`src/rtl/playback_pkg.sv`:
```
// Package: shared types of the predictive playback buffer.
// Assumes a 2-bit mode code that is visible at the top-level ports.
package playback_pkg;
    typedef enum logic [1:0] {
        MODE_SAFE    = 2'd0,
        MODE_FRESH   = 2'd1,
        MODE_PREDICT = 2'd2,
        MODE_OVERRUN = 2'd3
    } play_mode_e;
endpackage

```
`src/rtl/playback_frame_stage.sv`:
```
// Module: collects frame words into a shadow store and raises commit
// in the cycle of a final word that closes a well-formed, checksum-good frame.
// Assumes the final word itself is not stored here; the caller takes it directly.
module playback_frame_stage #(
    parameter int WORD_W  = 16,
    parameter int HORIZON = 9
) (
    input  logic                            clk,
    input  logic                            rst_n,
    input  logic                            pkt_valid,
    input  logic [WORD_W-1:0]               pkt_word,
    input  logic                            pkt_last,
    input  logic                            pkt_crc_ok,
    output logic                            commit,
    output logic [HORIZON-1:0][WORD_W-1:0]  shadow
);
    localparam int IDX_W = $clog2(HORIZON + 2);
    localparam logic [IDX_W-1:0] IDX_FULL = IDX_W'(HORIZON);
    localparam logic [IDX_W-1:0] IDX_OVER = IDX_W'(HORIZON + 1);

    logic [IDX_W-1:0] idx_q;

    // Final word is accepted only at the exact length with a good checksum.
    assign commit = pkt_valid && pkt_last && pkt_crc_ok && (idx_q == IDX_FULL);

    // Word position counter; saturates once a frame is too long, clears on final word.
    always_ff @(posedge clk) begin
        if (!rst_n) begin
            idx_q <= '0;
        end else if (pkt_valid) begin
            if (pkt_last)
                idx_q <= '0;
            else if (idx_q != IDX_OVER)
                idx_q <= idx_q + 1'b1;
        end
    end

    // One shadow register per leading word position.
    for (genvar i = 0; i < HORIZON; i++) begin : g_shadow
        always_ff @(posedge clk) begin
            if (!rst_n)
                shadow[i] <= '0;
            else if (pkt_valid && !pkt_last && idx_q == IDX_W'(i))
                shadow[i] <= pkt_word;
        end
    end
endmodule

```
`src/rtl/playback_forecast_store.sv`:
```
// Module: active forecast, loaded as a whole in the commit cycle.
// Assumes commit is a single-cycle pulse that arrives with the final word.
module playback_forecast_store #(
    parameter int WORD_W  = 16,
    parameter int HORIZON = 9
) (
    input  logic                            clk,
    input  logic                            rst_n,
    input  logic                            commit,
    input  logic [HORIZON-1:0][WORD_W-1:0]  shadow,
    input  logic [WORD_W-1:0]               tail_word,
    output logic [HORIZON:0][WORD_W-1:0]    forecast
);
    // Leading entries come from the shadow store.
    for (genvar i = 0; i < HORIZON; i++) begin : g_entry
        always_ff @(posedge clk) begin
            if (!rst_n)
                forecast[i] <= '0;
            else if (commit)
                forecast[i] <= shadow[i];
        end
    end

    // Farthest prediction is the final word of the frame.
    always_ff @(posedge clk) begin
        if (!rst_n)
            forecast[HORIZON] <= '0;
        else if (commit)
            forecast[HORIZON] <= tail_word;
    end
endmodule

```
`src/rtl/playback_sequencer.sv`:
```
// Module: on each tick picks the fresh value, a forecast entry, or a hold.
// Assumes the forecast changes only in commit cycles; a commit in a tick
// cycle is seen by the next tick.
module playback_sequencer
    import playback_pkg::*;
#(
    parameter int WORD_W  = 16,
    parameter int HORIZON = 9,
    parameter int AGE_W   = $clog2(HORIZON + 2)
) (
    input  logic                          clk,
    input  logic                          rst_n,
    input  logic                          commit,
    input  logic                          tick,
    input  logic [HORIZON:0][WORD_W-1:0]  forecast,
    output logic [WORD_W-1:0]             held,
    output play_mode_e                    mode,
    output logic [AGE_W-1:0]              age
);
    localparam logic [AGE_W-1:0] AGE_MAX = AGE_W'(HORIZON + 1);

    logic               pending_q;
    logic [AGE_W-1:0]   age_next;
    logic [WORD_W-1:0]  pick;

    // Saturating next age.
    assign age_next = (age == AGE_MAX) ? age : age + 1'b1;

    // Forecast entry addressed by the next age.
    always_comb begin
        pick = '0;
        for (int i = 0; i <= HORIZON; i++)
            if (age_next == AGE_W'(i))
                pick = forecast[i];
    end

    // Remembers that an accepted frame waits for the next tick.
    always_ff @(posedge clk) begin
        if (!rst_n)
            pending_q <= 1'b0;
        else if (commit)
            pending_q <= 1'b1;
        else if (tick)
            pending_q <= 1'b0;
    end

    // Applies a value at each tick and tracks age and mode.
    always_ff @(posedge clk) begin
        if (!rst_n) begin
            held <= '0;
            mode <= MODE_SAFE;
            age  <= '0;
        end else if (tick) begin
            if (pending_q) begin
                held <= forecast[0];
                mode <= MODE_FRESH;
                age  <= '0;
            end else if (mode != MODE_SAFE) begin
                age <= age_next;
                if (age_next != AGE_MAX) begin
                    held <= pick;
                    mode <= MODE_PREDICT;
                end else begin
                    mode <= MODE_OVERRUN;
                end
            end
        end
    end
endmodule

```
`src/rtl/ctrl_playback_buffer.sv`:
```
// Module: actuator-side playback buffer, the top level. It stages frames,
// commits good ones, and plays the current or forecast value at each tick.
// Assumes one tick per sample period and that frames end with pkt_last.
module ctrl_playback_buffer
    import playback_pkg::*;
#(
    parameter int WORD_W  = 16,
    parameter int HORIZON = 9,
    parameter int AGE_W   = $clog2(HORIZON + 2)
) (
    input  logic              clk,
    input  logic              rst_n,
    input  logic              pkt_valid,
    input  logic [WORD_W-1:0] pkt_word,
    input  logic              pkt_last,
    input  logic              pkt_crc_ok,
    input  logic              act_tick,
    input  logic [WORD_W-1:0] safe_value,
    output logic [WORD_W-1:0] ctrl_out,
    output logic [1:0]        ctrl_mode,
    output logic [AGE_W-1:0]  play_age
);
    logic                            commit;
    logic [HORIZON-1:0][WORD_W-1:0]  shadow;
    logic [HORIZON:0][WORD_W-1:0]    forecast;
    logic [WORD_W-1:0]               held;
    play_mode_e                      mode;

    playback_frame_stage #(.WORD_W(WORD_W), .HORIZON(HORIZON)) u_stage (
        .clk(clk), .rst_n(rst_n), .pkt_valid(pkt_valid), .pkt_word(pkt_word),
        .pkt_last(pkt_last), .pkt_crc_ok(pkt_crc_ok),
        .commit(commit), .shadow(shadow)
    );

    playback_forecast_store #(.WORD_W(WORD_W), .HORIZON(HORIZON)) u_store (
        .clk(clk), .rst_n(rst_n), .commit(commit), .shadow(shadow),
        .tail_word(pkt_word), .forecast(forecast)
    );

    playback_sequencer #(.WORD_W(WORD_W), .HORIZON(HORIZON), .AGE_W(AGE_W)) u_seq (
        .clk(clk), .rst_n(rst_n), .commit(commit), .tick(act_tick),
        .forecast(forecast), .held(held), .mode(mode), .age(play_age)
    );

    // The safe value is shown until the first frame is applied.
    assign ctrl_out  = (mode == MODE_SAFE) ? safe_value : held;
    assign ctrl_mode = mode;
endmodule

```
`config.mk`:
```
export PLATFORM = sky130hd
export DESIGN_NAME = ctrl_playback_buffer
export DESIGN_NICKNAME = d
export VERILOG_FILES = /design/src/rtl/playback_pkg.sv /design/src/rtl/playback_frame_stage.sv /design/src/rtl/playback_forecast_store.sv /design/src/rtl/playback_sequencer.sv /design/src/rtl/ctrl_playback_buffer.sv
export SDC_FILE = /design/constraint.sdc
export NUM_CORES = 1
export LEC_CHECK = 0
export ABC_CLOCK_PERIOD_IN_PS = 6400
export BUFFER_PORTS_ARGS = -buffer_cell sky130_fd_sc_hd__buf_2
export CORE_MARGIN = 2
export CORE_UTILIZATION = 66
export CTS_CLUSTER_SIZE = 24
export DETAILED_ROUTE_END_ITERATION = 8
export GPL_ROUTABILITY_DRIVEN = 1
export GPL_TIMING_DRIVEN = 0
export MAX_ROUTING_LAYER = met4
export PLACE_DENSITY_LB_ADDON = 0.1
export SLEW_MARGIN = 10
export SYNTH_ARGS = -nofsm -noshare
export SYNTH_HDL_FRONTEND = slang
export SYNTH_SLANG_ARGS = --single-unit
```
`constraint.sdc`:
```
create_clock -name clk -period 6.4 [get_ports clk]
set_input_delay 0.64 -clock clk [delete_from_list [all_inputs] [get_ports clk]]
set_output_delay 0.64 -clock clk [all_outputs]
set_load 0.05 [all_outputs]
```
== Yosys cells after proc, flatten, opt, wreduce, memory -nomap -nowiden ==
Cells that the tools add are included.

* Register bits after elaboration: 331
* Bits of input ports: 38
* Output and inout bits: 22

* Add/sub/neg operators: 2
* Eq/ne operators: 21
* Muxes and demuxes: 24
* Reductions and logical operators: 25

{| class="wikitable"
|+ Operator list
! cell !! count
|-
| $mux W16 || 14
|-
| $eq A4 B3 Y1 const B || 8
|-
| $eq A4 B4 Y1 const B || 5
|-
| $mux W4 || 5
|-
| $eq A4 B2 Y1 const B || 4
|-
| $logic_and A1 B1 Y1 || 13
|-
| $reduce_bool A2 Y1 || 5
|-
| $add A4 B1 Y4 const B || 2
|-
| $eq A4 B1 Y1 const B || 2
|-
| $logic_not A4 Y1 || 2
|-
| $ne A4 B4 Y1 const B || 2
|-
| $mux W2 || 2
|-
| $reduce_and A2 Y1 || 2
|-
| $mux W1 || 3
|-
| $reduce_and A3 Y1 || 1
|-
| $logic_not A2 Y1 || 1
|-
| $logic_not A1 Y1 || 1
|}

== Logic depth before layout (Yosys ltp) ==
Gate-level depths: netlist of the first run.

* Word-level depth: 16
* Depth in mapped cells: 12
* Gate-level depth less buffers: 8

== By module ==
A second synthesis of the first run with hierarchy kept.

* Cell total of the unflattened synthesis: 1474
* Area, all modules: 15118.2 um2

{| class="wikitable"
|+ Modules (own cells, without submodules)
! module !! instances !! cells an instance !! area each (um2)
|-
| playback_forecast_store || 1 || 515 || 6088.3
|-
| playback_frame_stage || 1 || 526 || 5567.8
|-
| playback_sequencer || 1 || 415 || 3213.1
|-
| ctrl_playback_buffer || 1 || 18 || 249.0
|}

== Worst setup path after synthesis of the first run ==
OpenSTA, ideal clock, no wires.

* Path kind: register -> register
* Start: register u_seq.age[0]
* End: register u_seq.held[4]
* Setup time: 0.091 ns
* Arrival: 2.765 ns
* Data required time: 6.309 ns
* Path slack: 3.544 ns
* Cell stages (with the launch flop): 12
* Path buffers: 3
* Period minus slack after synthesis: 2.856 ns
* Path through: dfxtp_1 buf_2 inv_1 ha_1 buf_2 nor2b_1 clkbuf_1 a221oi_1 a211o_1 a21oi_1 o221ai_1 a311oi_1

* Cells in the longest elaborated chain, start to end: 16

{| class="wikitable"
|+ Ends and longest elaborated chain
! what !! RTL line !! source
|-
| start: declaration || playback_sequencer.sv:18 || <nowiki>output logic [AGE_W-1:0] age</nowiki>
|-
| start signal: assignment || playback_sequencer.sv:59 || <nowiki>age <= age_next;</nowiki>
|-
| $add A4 B1 Y4 / $eq A4 B4 Y1 (equally long branches) || playback_sequencer.sv:27 || <nowiki>assign age_next = (age == AGE_MAX) ? age : age + 1'b1;</nowiki>
|-
| $mux W4 * || playback_sequencer.sv:27 ||
|-
| $logic_not A4 Y1 || playback_sequencer.sv:33 || <nowiki>if (age_next == AGE_W'(i))</nowiki>
|-
| $mux W16 (10 in series) || playback_sequencer.sv:33 ||
|-
| $mux W16 || playback_sequencer.sv:60 || <nowiki>if (age_next != AGE_MAX) begin</nowiki>
|-
| $mux W16 || playback_sequencer.sv:58 || <nowiki>end else if (mode != MODE_SAFE) begin</nowiki>
|-
| $mux W16 || playback_sequencer.sv:54 || <nowiki>if (pending_q) begin</nowiki>
|-
| end signal: assignment || playback_sequencer.sv:55 || <nowiki>held <= forecast[0];</nowiki>
|-
| end signal: assignment || playback_sequencer.sv:61 || <nowiki>held <= pick;</nowiki>
|-
| end: declaration || playback_sequencer.sv:16 || <nowiki>output logic [WORD_W-1:0] held,</nowiki>
|}

Every way passes the cells marked *; elsewhere a longest branch is shown, timed or not. The select of a mux whose other input is x is not followed.
A chain may end at the register's enable or synchronous reset.

== Worst setup path in the final report of the first run ==
* Start: register u_seq.age[0]
* End: register u_seq.held[9]

The elaborated chain is that of the path after synthesis.

==> out/results.tsv, run 1 <==
stage	metric	value	unit
power	powerDensity	277	nW/um^2
logic_synthesis	synthArstFlopShare	0	%
die	dieWidth	152	um
logic_synthesis	yosysWarnings	0	
sta	fin_crit	3560	ps
worst_setup_path	cp-start-kind	flop	
final_layout	finalInstanceArea	16200	um^2
logic_synthesis	synth.distinct_cells	50	
drt	wl_per_cell	21.4	um
sta	setup_viol	0	
sta	min_period_over_period	55.6	%
die	die_area	23000	um^2
power	swShare	22.3	%
final_layout	nNetsFinal	1914	
global_routing	grt_pass1_vias	12100	
power	switchingPower	1000	uW
die	rows	53	
worst_setup_path	r2r_cells	11	
logic_synthesis	ys_seq_elements	331	
global_routing	grt_overflow	0	
die	start_util	67.8	%
global_routing	grt_pass1_wl	68800	um
sta	worst_pin_slew	1380	ps
clocking	clk_pin_slew	60	ps
sta	fmax	281	MHz
place	gp_congestion	1.03	
status	status	completed	
drt	firstDrtPassIters	5	
final_layout	fillers	1621	
sta	hold_viol	0	
clocking	cts_buffers	35	
final_layout	multiInputGateArea	7030	um^2
drt	antenna_left	0	
global_routing	grt_start_max_net_pins	15	
die	fp.dieH	152	um
die	io_pins	60	
die	core	21200	um^2
logic_synthesis	synth_edf_count	0	
final_layout	regArea	6630	um^2
logic_synthesis	syn_area	14400	um^2
drt	vias_per_cell	6.12	
clocking	ctsHtreeMaxLevel	2	
final_layout	area_growth	12.7	%
worst_hold_path	hold_class	flop to flop	
power	power.internal	3490	uW
run	drv_cap	0	
clocking	cts_root_buf	clkbuf_16	
logic_synthesis	syn_area_per_cell	8.04	um^2
logic_synthesis	ys.flop_type	dfxtp_1	
power	cellLeakagePower	0.00530	uW
global_routing	grt_usage	41.5	%
clocking	cts_setup_buffers	0	
worst_hold_path	hold_depth	2	
drt	vias	13300	
final_layout	final_common_cell	nand2_1	
logic_synthesis	yosysSeqAreaShare	46.1	%
final_layout	final_cell_mix	nand2_1, dfxtp_1, a21boi_0	
sta	rsz0062_at_grt	no	
drt	drt_iter0_drc	1281	
logic_synthesis	syn_nets	1835	
worst_setup_path	crit_arrival	3990	ps
place	pre_cts_ws	3060	ps
worst_setup_path	crit_path_end_kind	flop	
sta	tns	0	ps
worst_setup_path	path_class	flop to flop	
clocking	ctsResizeCount	0	
clocking	cts_tree	built	
clocking	cts_max_path_buffers	3	
drt	drc_errors	0	
clocking	cts.sinks	331	
sta	fin_ws	2840	ps
global_routing	antenna_found_initial	0	
clocking	postCtsHoldBufs	0	
place	place_area	14900	um^2
power	power_frac_clock	49.2	%
clocking	clock_latency	520	ps
power	power_frac_seq	46.1	%
place	dpl.hpwl	32400	um
power	ir_drop	0.000356	V
place	io_buffers	42	
sta	worst_clock_skew	15.6	ps
worst_setup_path	path_max_fanout	10	
power	power.total	4490	uW
worst_setup_path	worstPathRequired	6820	ps
sta	slew_viol_final	0	
final_layout	drive_above_1_share	7.45	%
sta	slew_headroom	8.24	%
logic_synthesis	syn_inst	1789	
final_layout	final_core_util	76.3	%
power	comb_power_share	4.7	%
drt	wirelength	46400	um
-- per-layer routing --
metal / track usage [%] / routed length [um]
met3: 8.44 / 4720
met1: 54.0 / 19100
met5: - / 0
met2: 60.6 / 19500
met4: 23.5 / 3050
-- path summary, 6_finish.rpt --
kind	start	to	slack, ps
worst min-delay path	u_stage.shadow[5]	u_stage.shadow[5]	460
worst max register to register	u_seq.age[0]	u_seq.held[9]	2840
worst min register to register	u_stage.shadow[5]	u_stage.shadow[5]	460
worst max-delay path	u_seq.age[0]	u_seq.held[9]	2840
-- power by group through the flow --
| stage | Combinational [uW] | Clock [uW] | Sequential, uW |
|---|---|---|---|
| 6_report | 210 | 2210 | 2070 |
| 3_5_place_dp | 202 | 0 | 2120 |
| 2_1_floorplan | 121 | 0 | 2120 |
| 4_1_cts | 203 | 2200 | 2070 |
| 3_3_place_gp | 198 | 0 | 2120 |
| 5_1_grt | 218 | 2280 | 2070 |
-- worst max-delay path, stage by stage, from the launching register on --
cell and delay, ps:
dfxtp_1 400, buf_2 250, inv_1 160, ha_1 220
buf_2 170, nor2b_1 410, clkbuf_1 400, a221oi_1 260
a211o_1 270, a21oi_1 290, o221ai_1 310, a311oi_1 340
-- final cells by class --
type | count | area share (%)
inverter | 22 | 0.510
sequential | 331 | 40.9
timing repair buffer | 42 | 1.30
clock buffer | 49 | 6.55
buffer | 153 | 3.92
tap | 275 | 2.12
multi-input combinational | 1283 | 43.4
antenna | 1 | 0.0154
clock inverter | 13 | 1.24
-- flip-flops by register name, indices dropped and copies added, names as in the netlist --
register,count
u_stage.idx_q,4
u_seq.mode,2
u_seq.held,16
u_store.forecast,160
u_seq.pending_q,1
u_stage.shadow,144
u_seq.age,4
-- Yosys cell counts (all sizes together) (15+ instances only) --
cell type | instances | share of area [%]
a21boi | 322 | 17
mux2 | 16 | 1.3
a211o | 15 | 0.91
a311oi | 15 | 0.91
nor2b | 24 | 1.0
a2bb2oi | 15 | 0.91
a21oi | 59 | 2.1
o221ai | 32 | 1.9
nand2 | 659 | 17
dfxtp | 331 | 46
clkbuf | 136 | 3.6
a221oi | 15 | 0.91
inv | 22 | 0.57
buf | 17 | 0.86
nor2 | 41 | 1.1
-- logic make-up (layout without fill, tap and decap cells) --
group	Yosys count	after routing	synth area share (%)
and+or+nand+nor	760	760	20.9
other	0	1	0
buffers and inverters	175	279	4.99
muxes	18	18	1.48
AOI/OAI and AO/OA	492	492	25.4
DFF	331	331	46.1
xor gates and xnor gates	5	5	0.409
adders and majority gates	8	8	0.696
-- stage by stage --
step	instances	hold WS, ps
after floorplan	1789	435
after global placement	2106	444
after detailed placement	2106	452
after CTS	2168	458
after global routing	2168	473
final	2169	458
Power figures use the tool's default switching activity.
==> inputs of run 2 (changes only) <==
Settings changed: ABC_AREA set to 1, ABC_CLOCK_PERIOD_IN_PS 6400 to 3050, CORE_UTILIZATION 66 to 55.
Clock period 6.4 ns to 3.05 ns, I/O delays scaled along.
==> run 2 against run 1 <==
Against the previous run: wire length shrank 11%; clock skew is essentially flat; combinational power grew 72%; via count shrank 2.1%; sequential share of layout area grew 1.1 points; largest cell class is now registers.
==> out/results.tsv, run 2 <==
stage	metric	value	unit	change
die	start_util	55.8	%	was 67.8%
die	dieWidth	163	um	was 152 um
worst_setup_path	crit_arrival	3190	ps	was 3990 ps
global_routing	grt_usage	32.0	%	was 41.5%
logic_synthesis	synth_edf_count	0		unchanged
sta	hold_ws	108	ps	was 458 ps
sta	hold_viol	0		unchanged
global_routing	grt_pass1_vias	11800		was 12100
logic_synthesis	syn_nets	2043		was 1835
status	status	completed		unchanged
sta	fin_crit	2830	ps	was 3560 ps
logic_synthesis	synthArstFlopShare	0	%	unchanged
clocking	clock_latency	520	ps	about the same
final_layout	final_core_util	63.0	%	was 76.3%
final_layout	final_cell_mix	nor2_1, o21ai_0, dfxtp_1		was nand2_1, dfxtp_1, a21boi_0
clocking	cts_tree	built		unchanged
clocking	cts.sinks	331		unchanged
logic_synthesis	syn_area_per_cell	6.99	um^2	was 8.04 um^2
sta	slew_headroom	16.9	%	was 8.24%
worst_hold_path	hold_class	input pin to flop		was flop to flop
final_layout	area_growth	13.0	%	was 12.7%
logic_synthesis	synth_top_family_by_area	simple AND/OR/NAND/NOR gates		was compound AO/OA/AOI/OAI gates
power	cellLeakagePower	0.00651	uW	was 0.00530 uW
drt	wl_per_cell	17.0	um	was 21.4 um
logic_synthesis	synthXorXnorAreaFrac	0	%	was 0.409%
final_layout	drive_above_1_share	7.80	%	was 7.45%
die	fp.dieH	163	um	was 152 um
drt	drc_errors	0		unchanged
global_routing	antenna_found_initial	0		unchanged
drt	met2_wirelength	17700	um	was 19500 um
drt	vias_per_cell	5.34		was 6.12
global_routing	grt_pass1_wl	63700	um	was 68800 um
final_layout	largestRegisters	u_store.forecast: 160 flops, u_stage.shadow: 144 flops, u_seq.held: 16 flops		unchanged
sta	rsz0062_at_grt	no		unchanged
drt	vias	13000		was 13300
final_layout	largest-register	u_store.forecast		unchanged
logic_synthesis	ys_seq_elements	331		unchanged
drt	antenna_left	0		unchanged
final_layout	final_common_cell	nor2_1		was nand2_1
run	drv_cap	0		unchanged
final_layout	largest_reg_flops	160		unchanged
drt	wirelength	41400	um	was 46400 um
clocking	cts_max_path_buffers	3		unchanged
place	io_buffers	42		unchanged
worst_setup_path	crit_path_end_kind	flop		unchanged
worst_setup_path	path_class	flop to flop		unchanged
logic_synthesis	synth.most_common_cell	nor2_1		was nand2_1
logic_synthesis	synthAdderAreaFrac	0.717	%	was 0.696%
drt	firstDrtPassIters	5		unchanged
clocking	ctsHtreeMaxLevel	2		unchanged
logic_synthesis	synthTopCellsByArea	dfxtp_1, nor2_1, o21ai_0		was dfxtp_1, nand2_1, a21boi_0
logic_synthesis	yosysWarnings	0		unchanged
power	ir_drop	0.000461	V	was 0.000356 V
place	dpl.hpwl	29200	um	was 32400 um
global_routing	grt_start_max_net_pins	14		was 15
global_routing	grt_overflow	0		unchanged
clocking	cts_buffers	36		was 35
logic_synthesis	yosys.area.top_type_share	47.5	%	was 46.1%
die	die_area	26700	um^2	was 23000 um^2
logic_synthesis	syn_area	14000	um^2	was 14400 um^2
worst_setup_path	worstPathRequired	3410	ps	was 6820 ps
clocking	cts_setup_buffers	0		unchanged
die	core	25000	um^2	was 21200 um^2
worst_setup_path	cp-start-kind	flop		unchanged
final_layout	fillers	2381		was 1621
sta	setup_viol	0		unchanged
final_layout	diodes	0		was 1
drt	drt_iter0_drc	1200		was 1281
sta	fmax	354	MHz	was 281 MHz
drt	routed.top_layer	met4		unchanged
sta	worst_clock_skew	15.7	ps	was 15.6 ps
worst_setup_path	path_max_fanout	10		unchanged
die	io_pins	60		unchanged
logic_synthesis	synthTopCellsByCount	nor2_1, o21ai_0, dfxtp_1		was nand2_1, dfxtp_1, a21boi_0
logic_synthesis	synth_compound_area_share	17.7	%	was 25.4%
place	gp_congestion	0.901		was 1.03
sta	slew_viol_final	0		unchanged
clocking	clk_pin_slew	60	ps	about the same
logic_synthesis	synthMuxAreaShare	0	%	was 1.48%
die	rows	58		was 53
drt	met1Wirelength	18800	um	was 19100 um
sta	worst_pin_slew	1250	ps	was 1380 ps
logic_synthesis	yosysSeqAreaShare	47.5	%	was 46.1%
final_layout	nNetsFinal	2123		was 1914
logic_synthesis	synthSimpleGateAreaFrac	26.1	%	was 20.9%
logic_synthesis	yosys.area.top_type	dfxtp_1		unchanged
logic_synthesis	syn_inst	1997		was 1789
sta	min_period_over_period	92.7	%	was 55.6%
clocking	cts_root_buf	clkbuf_16		unchanged
logic_synthesis	ys.flop_type	dfxtp_1		unchanged
power	powerDensity	574	nW/um^2	was 277 nW/um^2
logic_synthesis	synth.distinct_cells	33		was 50
drt	dr_wl_met3	3060	um	was 4720 um
-- run 2: cell count changes in the layout (fill, tap and decap cells not counted), moves of 33 or more --
cell / before / now
nor2_1: 41 / 492
nand2_1: 658 / 289
o21ai_0: 7 / 332
a21boi_0: 318 / 0
inv_1: 22 / 137
a21oi_1: 58 / 112
nand4_1: 1 / 34
-- run 2: what timing repair did --
| action | 4_1_cts | 5_1_grt |
|---|---|---|
| pin swaps | 0 | 1 |
| resized for setup | 1 | 11 |
| setup endpoints to repair | 7 | 16 |
| hold buffers | 0 | 0 |
-- run 2: report_power, final --
group	total (uW)	internal, uW	switching [uW]	leakage [uW]
sequential	4360	4350	12.3	0.00267
clock	4340	2610	1730	0.000587
combinational	361	79.3	281	0.00325
total	9060	7040	2020	0.00651
-- run 2: metrics by stage --
stage                     total power [uW]  area [um^2]  instances  setup TNS, ps  worst slack [ps]
final                                 9060        15800       2433              0               222
after global routing                  9320        15800       2433              0              30.0
after CTS                             9090        15800       2433              0              27.1
after detailed placement              4810        14600       2369           -246             -62.8
after global placement                4800        14600       2369          -6.40             -6.40
after floorplan                       4670        14000       1997              0               384
-- run 2: layer usage --
metal  vias up  global-route usage [%]
li1       6554                       -
met1      5853                    43.0
met2       474                    48.2
met3       101                    5.00
met4         0                    13.4
met5         -                       -
-- run 2: kinds of logic after synthesis --
logic type | Yosys count
simple gates | 891
compound gates | 478
flops | 331
buf+inv | 289
fa+ha+maj | 8
-- run 2: final cells by class --
type | instances | area (um^2) | share of cell area (%)
timing repair buffer | 42 | 210 | 1.33
inverter | 149 | 559 | 3.54
clock inverter | 9 | 95.1 | 0.603
multi-input combinational | 1377 | 6220 | 39.4
clock buffer | 55 | 1080 | 6.87
buffer | 140 | 568 | 3.60
tap | 330 | 413 | 2.62
sequential | 331 | 6630 | 42.0
-- run 2: worst max-delay path, stage by stage (launching register included) --
cell,delay [ps]
dfxtp_4,370
inv_1,120
ha_1,250
nand4_2,150
nand2_4,200
buf_1,430
o211ai_1,140
nand2_1,180
nand3_1,170
nand2_1,160
nand2_1,100
nand2_1,110
nand2_1,60
nand2_1,60
nand2_1,60
nand2_1,70
a21oi_2,50
-- run 2: worst paths after layout --
path                      endpoint                  start  slack (ps)  depth (start not counted)
min reg2reg  u_store.forecast[157]  u_store.forecast[157]         450                          2
max                 u_seq.held[11]           u_seq.age[0]         220                         16
min                  u_seq.mode[1]               act_tick         110                          4
max reg2reg         u_seq.held[11]           u_seq.age[0]         220                         16
